==> src/rtl/rng_pkg.sv <==
package rng_pkg;

    typedef enum logic [1:0] {
        ST_BOOT,
        ST_IDLE,
        ST_RESEED,
        ST_GEN
    } rng_state_t;

    localparam logic [7:0] A_CMD  = 8'h00;
    localparam logic [7:0] A_STAT = 8'h04;
    localparam logic [7:0] A_SIZE = 8'h08;
    localparam logic [7:0] A_IEN  = 8'h10;
    localparam logic [7:0] A_IFLG = 8'h14;
    localparam logic [7:0] A_RLIM = 8'h60;
    localparam logic [7:0] A_ID   = 8'hF0;

    localparam logic [1:0] CMD_NOP  = 2'd0;
    localparam logic [1:0] CMD_RAND = 2'd1;
    localparam logic [1:0] CMD_SEED = 2'd2;

    localparam logic [31:0] ID_CODE = 32'h0000_46BC;

    localparam int B_SEEDED = 9;
    localparam int B_GEN    = 30;
    localparam int B_RESEED = 31;
    localparam int B_WIDE   = 3;
    localparam int B_GIE    = 31;

endpackage

==> src/rtl/rng_mixer.sv <==
module rng_mixer #(
    parameter int STATE_W   = 64,
    parameter int WORD_W    = 32,
    parameter int STEP_BITS = 8
) (
    input  logic              clk,
    input  logic              rst_n,
    input  logic              mix_en,
    input  logic              mix_bit,
    input  logic              step_en,
    output logic [WORD_W-1:0] word
);
    localparam logic [STATE_W-1:0] INIT_STATE = {{(STATE_W-8){1'b0}}, 8'hA5};

    logic [STATE_W-1:0] state_q;
    logic [STATE_W-1:0] adv;
    logic [STATE_W-1:0] state_d;

    always_comb begin
        adv = state_q;
        if (mix_en) begin
            adv = {adv[STATE_W-2:0],
                   adv[STATE_W-1] ^ adv[STATE_W-2] ^ adv[STATE_W-4] ^ adv[STATE_W-5] ^ mix_bit};
        end else if (step_en) begin
            for (int i = 0; i < STEP_BITS; i++) begin
                adv = {adv[STATE_W-2:0],
                       adv[STATE_W-1] ^ adv[STATE_W-2] ^ adv[STATE_W-4] ^ adv[STATE_W-5]};
            end
        end
        state_d = (adv == '0) ? INIT_STATE : adv;
    end

    always_ff @(posedge clk or negedge rst_n) begin
        if (!rst_n) state_q <= INIT_STATE;
        else        state_q <= state_d;
    end

    assign word = state_d[WORD_W-1:0] ^ state_d[STATE_W-1:STATE_W-WORD_W];

endmodule

==> src/rtl/rng_reseed_ctr.sv <==
module rng_reseed_ctr #(
    parameter int CNT_W = 16
) (
    input  logic             clk,
    input  logic             rst_n,
    input  logic             gen_done,
    input  logic             seed_done,
    input  logic [CNT_W-1:0] limit,
    output logic             reseed_due
);
    logic [CNT_W-1:0] count_q;

    always_ff @(posedge clk or negedge rst_n) begin
        if (!rst_n)                            count_q <= '0;
        else if (seed_done)                    count_q <= '0;
        else if (gen_done && count_q != '1)    count_q <= count_q + 1'b1;
    end

    assign reseed_due = (limit != '0) &&
                        ({1'b0, count_q} + 1'b1 >= {1'b0, limit});

endmodule

==> src/rtl/rng_fsm.sv <==
module rng_fsm
    import rng_pkg::*;
#(
    parameter int SEED_SAMPLES = 64,
    parameter int NUM_WORDS    = 8,
    localparam int SMP_W = $clog2(SEED_SAMPLES),
    localparam int IDX_W = $clog2(NUM_WORDS)
) (
    input  logic             clk,
    input  logic             rst_n,
    input  logic             cmd_wr,
    input  logic [1:0]       cmd_val,
    input  logic             wide_mode,
    input  logic             entropy_valid,
    input  logic             reseed_due,
    output logic             st_seeding,
    output logic             st_gen,
    output logic             seeded,
    output logic             seed_done,
    output logic             gen_done,
    output logic             mix_en,
    output logic             step_en,
    output logic [IDX_W-1:0] word_idx,
    output logic             gen_wide
);
    localparam logic [SMP_W-1:0] SMP_LAST    = SMP_W'(SEED_SAMPLES - 1);
    localparam logic [IDX_W-1:0] IDX_LAST_W  = IDX_W'(NUM_WORDS - 1);
    localparam logic [IDX_W-1:0] IDX_LAST_N  = IDX_W'(NUM_WORDS / 2 - 1);

    rng_state_t       state_q, state_d;
    logic [SMP_W-1:0] smp_q;
    logic [IDX_W-1:0] idx_q;
    logic             pend_q;
    logic             wide_q;
    logic             rand_cmd, seed_cmd, last_smp, last_word, start_gen;

    assign rand_cmd  = cmd_wr && (cmd_val == CMD_RAND);
    assign seed_cmd  = cmd_wr && (cmd_val == CMD_SEED);
    assign last_smp  = entropy_valid && (smp_q == SMP_LAST);
    assign last_word = (idx_q == (wide_q ? IDX_LAST_W : IDX_LAST_N));

    always_comb begin
        state_d = state_q;
        unique case (state_q)
            ST_BOOT, ST_RESEED: begin
                if (last_smp) state_d = (pend_q || rand_cmd) ? ST_GEN : ST_IDLE;
            end
            ST_IDLE: begin
                if (rand_cmd || pend_q) state_d = ST_GEN;
                else if (seed_cmd)      state_d = ST_RESEED;
            end
            ST_GEN: begin
                if (last_word) begin
                    if (reseed_due)               state_d = ST_RESEED;
                    else if (pend_q || rand_cmd)  state_d = ST_GEN;
                    else                          state_d = ST_IDLE;
                end
            end
            default: state_d = ST_BOOT;
        endcase
    end

    assign start_gen = (state_d == ST_GEN) && ((state_q != ST_GEN) || last_word);

    always_ff @(posedge clk or negedge rst_n) begin
        if (!rst_n) state_q <= ST_BOOT;
        else        state_q <= state_d;
    end

    always_ff @(posedge clk or negedge rst_n) begin
        if (!rst_n) begin
            smp_q  <= '0;
            idx_q  <= '0;
            pend_q <= 1'b0;
            wide_q <= 1'b0;
        end else begin
            if (st_seeding && entropy_valid)
                smp_q <= last_smp ? '0 : smp_q + 1'b1;
            if (state_q == ST_GEN)
                idx_q <= last_word ? '0 : idx_q + 1'b1;
            if (start_gen) begin
                pend_q <= 1'b0;
                wide_q <= wide_mode;
            end else if (rand_cmd && state_q != ST_IDLE) begin
                pend_q <= 1'b1;
            end
        end
    end

    always_comb begin
        st_seeding = 1'b0;
        st_gen     = 1'b0;
        seed_done  = 1'b0;
        gen_done   = 1'b0;
        mix_en     = 1'b0;
        step_en    = 1'b0;
        unique case (state_q)
            ST_BOOT, ST_RESEED: begin
                st_seeding = 1'b1;
                mix_en     = entropy_valid;
                seed_done  = last_smp;
            end
            ST_GEN: begin
                st_gen   = 1'b1;
                step_en  = 1'b1;
                gen_done = last_word;
            end
            default: ;
        endcase
    end

    assign seeded   = (state_q != ST_BOOT);
    assign word_idx = idx_q;
    assign gen_wide = wide_q;

endmodule

==> src/rtl/seeded_rng.sv <==
module seeded_rng
    import rng_pkg::*;
#(
    parameter int SEED_SAMPLES = 64,
    parameter int CNT_W        = 16,
    parameter int STATE_W      = 64,
    parameter int STEP_BITS    = 8
) (
    input  logic        clk,
    input  logic        rst_n,
    input  logic        wr_en,
    input  logic [7:0]  wr_addr,
    input  logic [31:0] wr_data,
    input  logic [7:0]  rd_addr,
    output logic [31:0] rd_data,
    input  logic        entropy_valid,
    input  logic        entropy_bit,
    output logic        irq
);
    localparam int NUM_WORDS = 8;
    localparam int WORD_W    = 32;
    localparam int IDX_W     = $clog2(NUM_WORDS);

    logic             st_seeding, st_gen, seeded, seed_done, gen_done;
    logic             mix_en, step_en, gen_wide, reseed_due;
    logic [IDX_W-1:0] word_idx;
    logic [WORD_W-1:0] mix_word;
    logic [WORD_W-1:0] out_words [NUM_WORDS];

    logic             wide_q;
    logic             gie_q, seed_ie_q, rdy_ie_q;
    logic [1:0]       flags_q;
    logic [CNT_W-1:0] limit_q;

    logic cmd_wr;
    assign cmd_wr = wr_en && (wr_addr == A_CMD);

    rng_fsm #(.SEED_SAMPLES(SEED_SAMPLES), .NUM_WORDS(NUM_WORDS)) u_fsm (
        .clk(clk), .rst_n(rst_n),
        .cmd_wr(cmd_wr), .cmd_val(wr_data[1:0]), .wide_mode(wide_q),
        .entropy_valid(entropy_valid), .reseed_due(reseed_due),
        .st_seeding(st_seeding), .st_gen(st_gen), .seeded(seeded),
        .seed_done(seed_done), .gen_done(gen_done),
        .mix_en(mix_en), .step_en(step_en),
        .word_idx(word_idx), .gen_wide(gen_wide)
    );

    rng_mixer #(.STATE_W(STATE_W), .WORD_W(WORD_W), .STEP_BITS(STEP_BITS)) u_mix (
        .clk(clk), .rst_n(rst_n),
        .mix_en(mix_en), .mix_bit(entropy_bit), .step_en(step_en),
        .word(mix_word)
    );

    rng_reseed_ctr #(.CNT_W(CNT_W)) u_ctr (
        .clk(clk), .rst_n(rst_n),
        .gen_done(gen_done), .seed_done(seed_done),
        .limit(limit_q), .reseed_due(reseed_due)
    );

    for (genvar i = 0; i < NUM_WORDS; i++) begin : g_word
        always_ff @(posedge clk or negedge rst_n) begin
            if (!rst_n)
                out_words[i] <= '0;
            else if (step_en && word_idx == IDX_W'(i))
                out_words[i] <= mix_word;
        end
    end

    always_ff @(posedge clk or negedge rst_n) begin
        if (!rst_n) begin
            wide_q    <= 1'b0;
            gie_q     <= 1'b0;
            seed_ie_q <= 1'b0;
            rdy_ie_q  <= 1'b0;
            limit_q   <= '0;
        end else if (wr_en) begin
            if (wr_addr == A_SIZE) wide_q <= wr_data[B_WIDE];
            if (wr_addr == A_IEN) begin
                gie_q     <= wr_data[B_GIE];
                seed_ie_q <= wr_data[1];
                rdy_ie_q  <= wr_data[0];
            end
            if (wr_addr == A_RLIM) limit_q <= wr_data[CNT_W-1:0];
        end
    end

    logic [1:0] clr_mask;
    assign clr_mask = (wr_en && wr_addr == A_IFLG) ? wr_data[1:0] : 2'b00;

    always_ff @(posedge clk or negedge rst_n) begin
        if (!rst_n) flags_q <= 2'b00;
        else        flags_q <= {seed_done, gen_done} | (flags_q & ~clr_mask);
    end

    assign irq = gie_q && ((seed_ie_q && flags_q[1]) || (rdy_ie_q && flags_q[0]));

    always_comb begin
        rd_data = '0;
        if (rd_addr[7:5] == 3'b001 && rd_addr[1:0] == 2'b00) begin
            rd_data = out_words[rd_addr[4:2]];
        end else begin
            case (rd_addr)
                A_STAT: begin
                    rd_data[B_RESEED] = st_seeding;
                    rd_data[B_GEN]    = st_gen;
                    rd_data[B_SEEDED] = seeded;
                end
                A_SIZE: rd_data[B_WIDE] = wide_q;
                A_IEN:  rd_data = {gie_q, 29'd0, seed_ie_q, rdy_ie_q};
                A_IFLG: rd_data = {30'd0, flags_q};
                A_RLIM: rd_data = {{(32-CNT_W){1'b0}}, limit_q};
                A_ID:   rd_data = ID_CODE;
                default: rd_data = '0;
            endcase
        end
    end

endmodule

==> config.mk <==
export PLATFORM = sky130hd
export DESIGN_NAME = seeded_rng
export DESIGN_NICKNAME = d
export VERILOG_FILES = /design/src/rtl/rng_pkg.sv /design/src/rtl/rng_mixer.sv /design/src/rtl/rng_reseed_ctr.sv /design/src/rtl/rng_fsm.sv /design/src/rtl/seeded_rng.sv
export SDC_FILE = /design/constraint.sdc
export NUM_CORES = 1
export LEC_CHECK = 0
export BUFFER_PORTS_ARGS = -buffer_cell sky130_fd_sc_hd__buf_2
export CAP_MARGIN = 20
export CORE_UTILIZATION = 40
export CTS_CLUSTER_SIZE = 40
export DETAILED_ROUTE_END_ITERATION = 10
export GPL_ROUTABILITY_DRIVEN = 1
export MAX_ROUTING_LAYER = met4
export PLACE_DENSITY_LB_ADDON = 0.25
export SLEW_MARGIN = 10
export SYNTH_ARGS = -nofsm -noshare
export SYNTH_HDL_FRONTEND = slang
export SYNTH_SLANG_ARGS = --single-unit
export TNS_END_PERCENT = 50
==> constraint.sdc <==
create_clock -name clk -period 5.6 [get_ports clk]
set_clock_uncertainty 0.1 [all_clocks]
set_input_delay 1.12 -clock clk [delete_from_list [all_inputs] [get_ports clk]]
set_output_delay 1.12 -clock clk [all_outputs]
set_load 0.02 [all_outputs]
==> out/metrics.cfg <==
[synth]
syn_area_um2 = 18410
synth_area_leaders = dfrtp_1, mux2i_1, mux4_2
synth_edf_count = 0
synth_top_area_frac = 0.4988
yosysWarnings = 0
seq_area_frac_synth = 0.5045
syn_avg_cell_area_um2 = 10.54
async_flop_share = 1.000
synth_nets = 1824
synth.distinct_cells = 53
synth-main-ff-cell = dfrtp_1
syn_inst = 1747
ys_ff_latch = 371
synth_largest_area_cell = dfrtp_1

[setup_path]
r2r_start = u_ctr.count_q[0]
cp.required_ns = 4.38
arrival_ns = 3.27
critPathLaunch = rd_addr[2]
setup.worst_path.start_class = primary input
end_kind = output port
path_max_fanout = 32
crit_type = primary input to output port

[global_route]
grt_usage = 0.2164
met2_usage = 0.3425
grt_pass1_wl_um = 76620
grt_max_degree = 130
grt-busiest-layer = met2
grt_pass1_vias = 13261
antenna_found_initial = 0
use_met3 = 0.02582
met1_usage = 0.2941
overflow = 0

[power_and_ir_drop]
vdd_drop_max_mv = 0.2832
p_leak_nw = 9.480
total_power_mw = 8.725
power.density_nw_per_um2 = 421.3

[run_status]
status = completed

[placed_design]
hpwl_um = 30650
placed_cells = 2332
placed_area_um2 = 19280
gp_congestion = 0.8672
portBuffers = 70

[timing]
rsz0062_at_grt = false
final-setup-viol-count = 0
drv_slew = 0
max_freq_mhz = 222.9
max_slew_margin = 0.3672
tightestPinTransition_ns = 0.9478
min_period_ns = 4.486
finalSetupTns_ns = 0
hold_viol = 0
finalCritPeriodShare = 0.8011

[detailed_routing]
vias_per_cell = 5.412
drc_errors = 0
ant_nets = 0
first_pass_iters = 5
wl_per_cell_um = 19.89
via_count = 13037
drt_iter0_drc = 807
wirelength_um = 47920

[clocking]
cts_tree = built
cts.root.buffer_cell = clkbuf_16
cts.clk_slew.worst_paths_ns = 0.06
clk_latency_ns = 0.57
post_cts_resized = 0
cts.sinks = 371
post-cts-setup-buffers = 0
htreeDepth = 2
numCtsBuffers = 42
cts_max_path_buffers = 3
ctsHoldBuffers = 0

[final_layout]
nFillCells = 4235
fin_util = 0.4563
finalNonFillerCells = 2409
final_layout_size_suffix_gt1_frac = 0.1449
synthToLayoutAreaGrowth_pct = 12.48
layout_common_cells = dfrtp_1, nand2_1, o21ai_0
final_cell_area_um2 = 20710
fin_nets = 1853
final_common_cell = dfrtp_1

[flow_run]
max-cap-violations = 0

[min_path]
holdCritPathClass = flip-flop to flip-flop
hold_start = out_words[53]

[floorplan]
die_area_um2 = 46890
start_util = 0.4057
die-height_um = 216.5
num_rows = 78
die_w_um = 216.5
ios = 86
coreArea_um2 = 45380

## critical path: stages
cell	delay, ns
buf_4	0.51
buf_4	0.43
mux4_2	0.55
mux2i_1	0.32
o21ai_1	0.10
buf_2	0.19
## per-stage QoR
step	hold WS [ns]	setup WS (ns)
final	0.3762	1.114
after global routing	0.3998	0.8536
after CTS	0.3801	1.017
after detailed placement	0.3672	1.017
after global placement	0.3565	1.002
after floorplan	0.3446	1.548
## registers in the layout (all words and copies together) (netlist names), 2 cells and up
register,count
out_words,256
u_fsm.state_q,2
u_fsm.word_idx,3
u_mix.state_q,64
u_fsm.smp_q,6
u_ctr.count_q,16
flags_q,2
limit_q,16
## cell usage after synthesis (8+ instances only)
library cell / number
nand2_1: 368
dfrtp_1: 367
o21ai_0: 274
mux2i_1: 191
clkbuf_1: 72
mux4_2: 64
xnor2_1: 51
o21ai_1: 41
a21oi_1: 31
inv_1: 27
nand3_1: 26
ha_1: 24
nor2_1: 22
nor4_1: 22
buf_2: 19
nand4_1: 13
xor2_1: 13
nand2b_1: 12
and3_1: 8
mux2_2: 8
nor3_1: 8
## power breakdown
part / internal [mW] / switching, mW / total, mW
registers: 3.27 / 0.519 / 3.79
logic: 0.852 / 1.24 / 2.09
clock network: 1.71 / 1.12 / 2.84
total: 5.84 / 2.89 / 8.73
## cells by family after synthesis
group | after synthesis | synth area share
flops | 371 | 0.5045
buf+inv | 139 | 0.03344
fa+ha+maj | 24 | 0.01631
xor+xnor | 64 | 0.03045
mux | 263 | 0.1870
simple gates | 498 | 0.1150
compound gates | 388 | 0.1133
## final timing paths
kind | endpoint | slack (ns) | cells after the start
setup / recovery | rd_data[12] | 1.11 | 6
hold / removal | out_words[53] | 0.38 | 2
setup reg to reg | u_fsm.gen_wide | 1.77 | 14
hold reg to reg | out_words[53] | 0.38 | 2
max in group asynchronous | out_words[237] | 3.71 | 2
min in group asynchronous | u_ctr.count_q[13] | 0.46 | 1
## final cells by class
class | instances | area (µm²) | share of cell area
antenna | 1 | 2.502 | 0.0001208
clock inverter | 11 | 141.4 | 0.006827
sequential | 371 | 9296 | 0.4489
clock buffer | 65 | 1281 | 0.06187
timing repair buffer | 96 | 585.6 | 0.02828
multi-input combinational | 1237 | 8546 | 0.4127
tap | 600 | 750.7 | 0.03625
inverter | 28 | 105.1 | 0.005075
## metal layers
layer	vias up	routed length, µm
li1	6243	-
met4	0	974
met1	6445	22360
met5	-	0
met2	280	22630
met3	69	1949
Note: power is estimated with default switching activity, not from simulation.
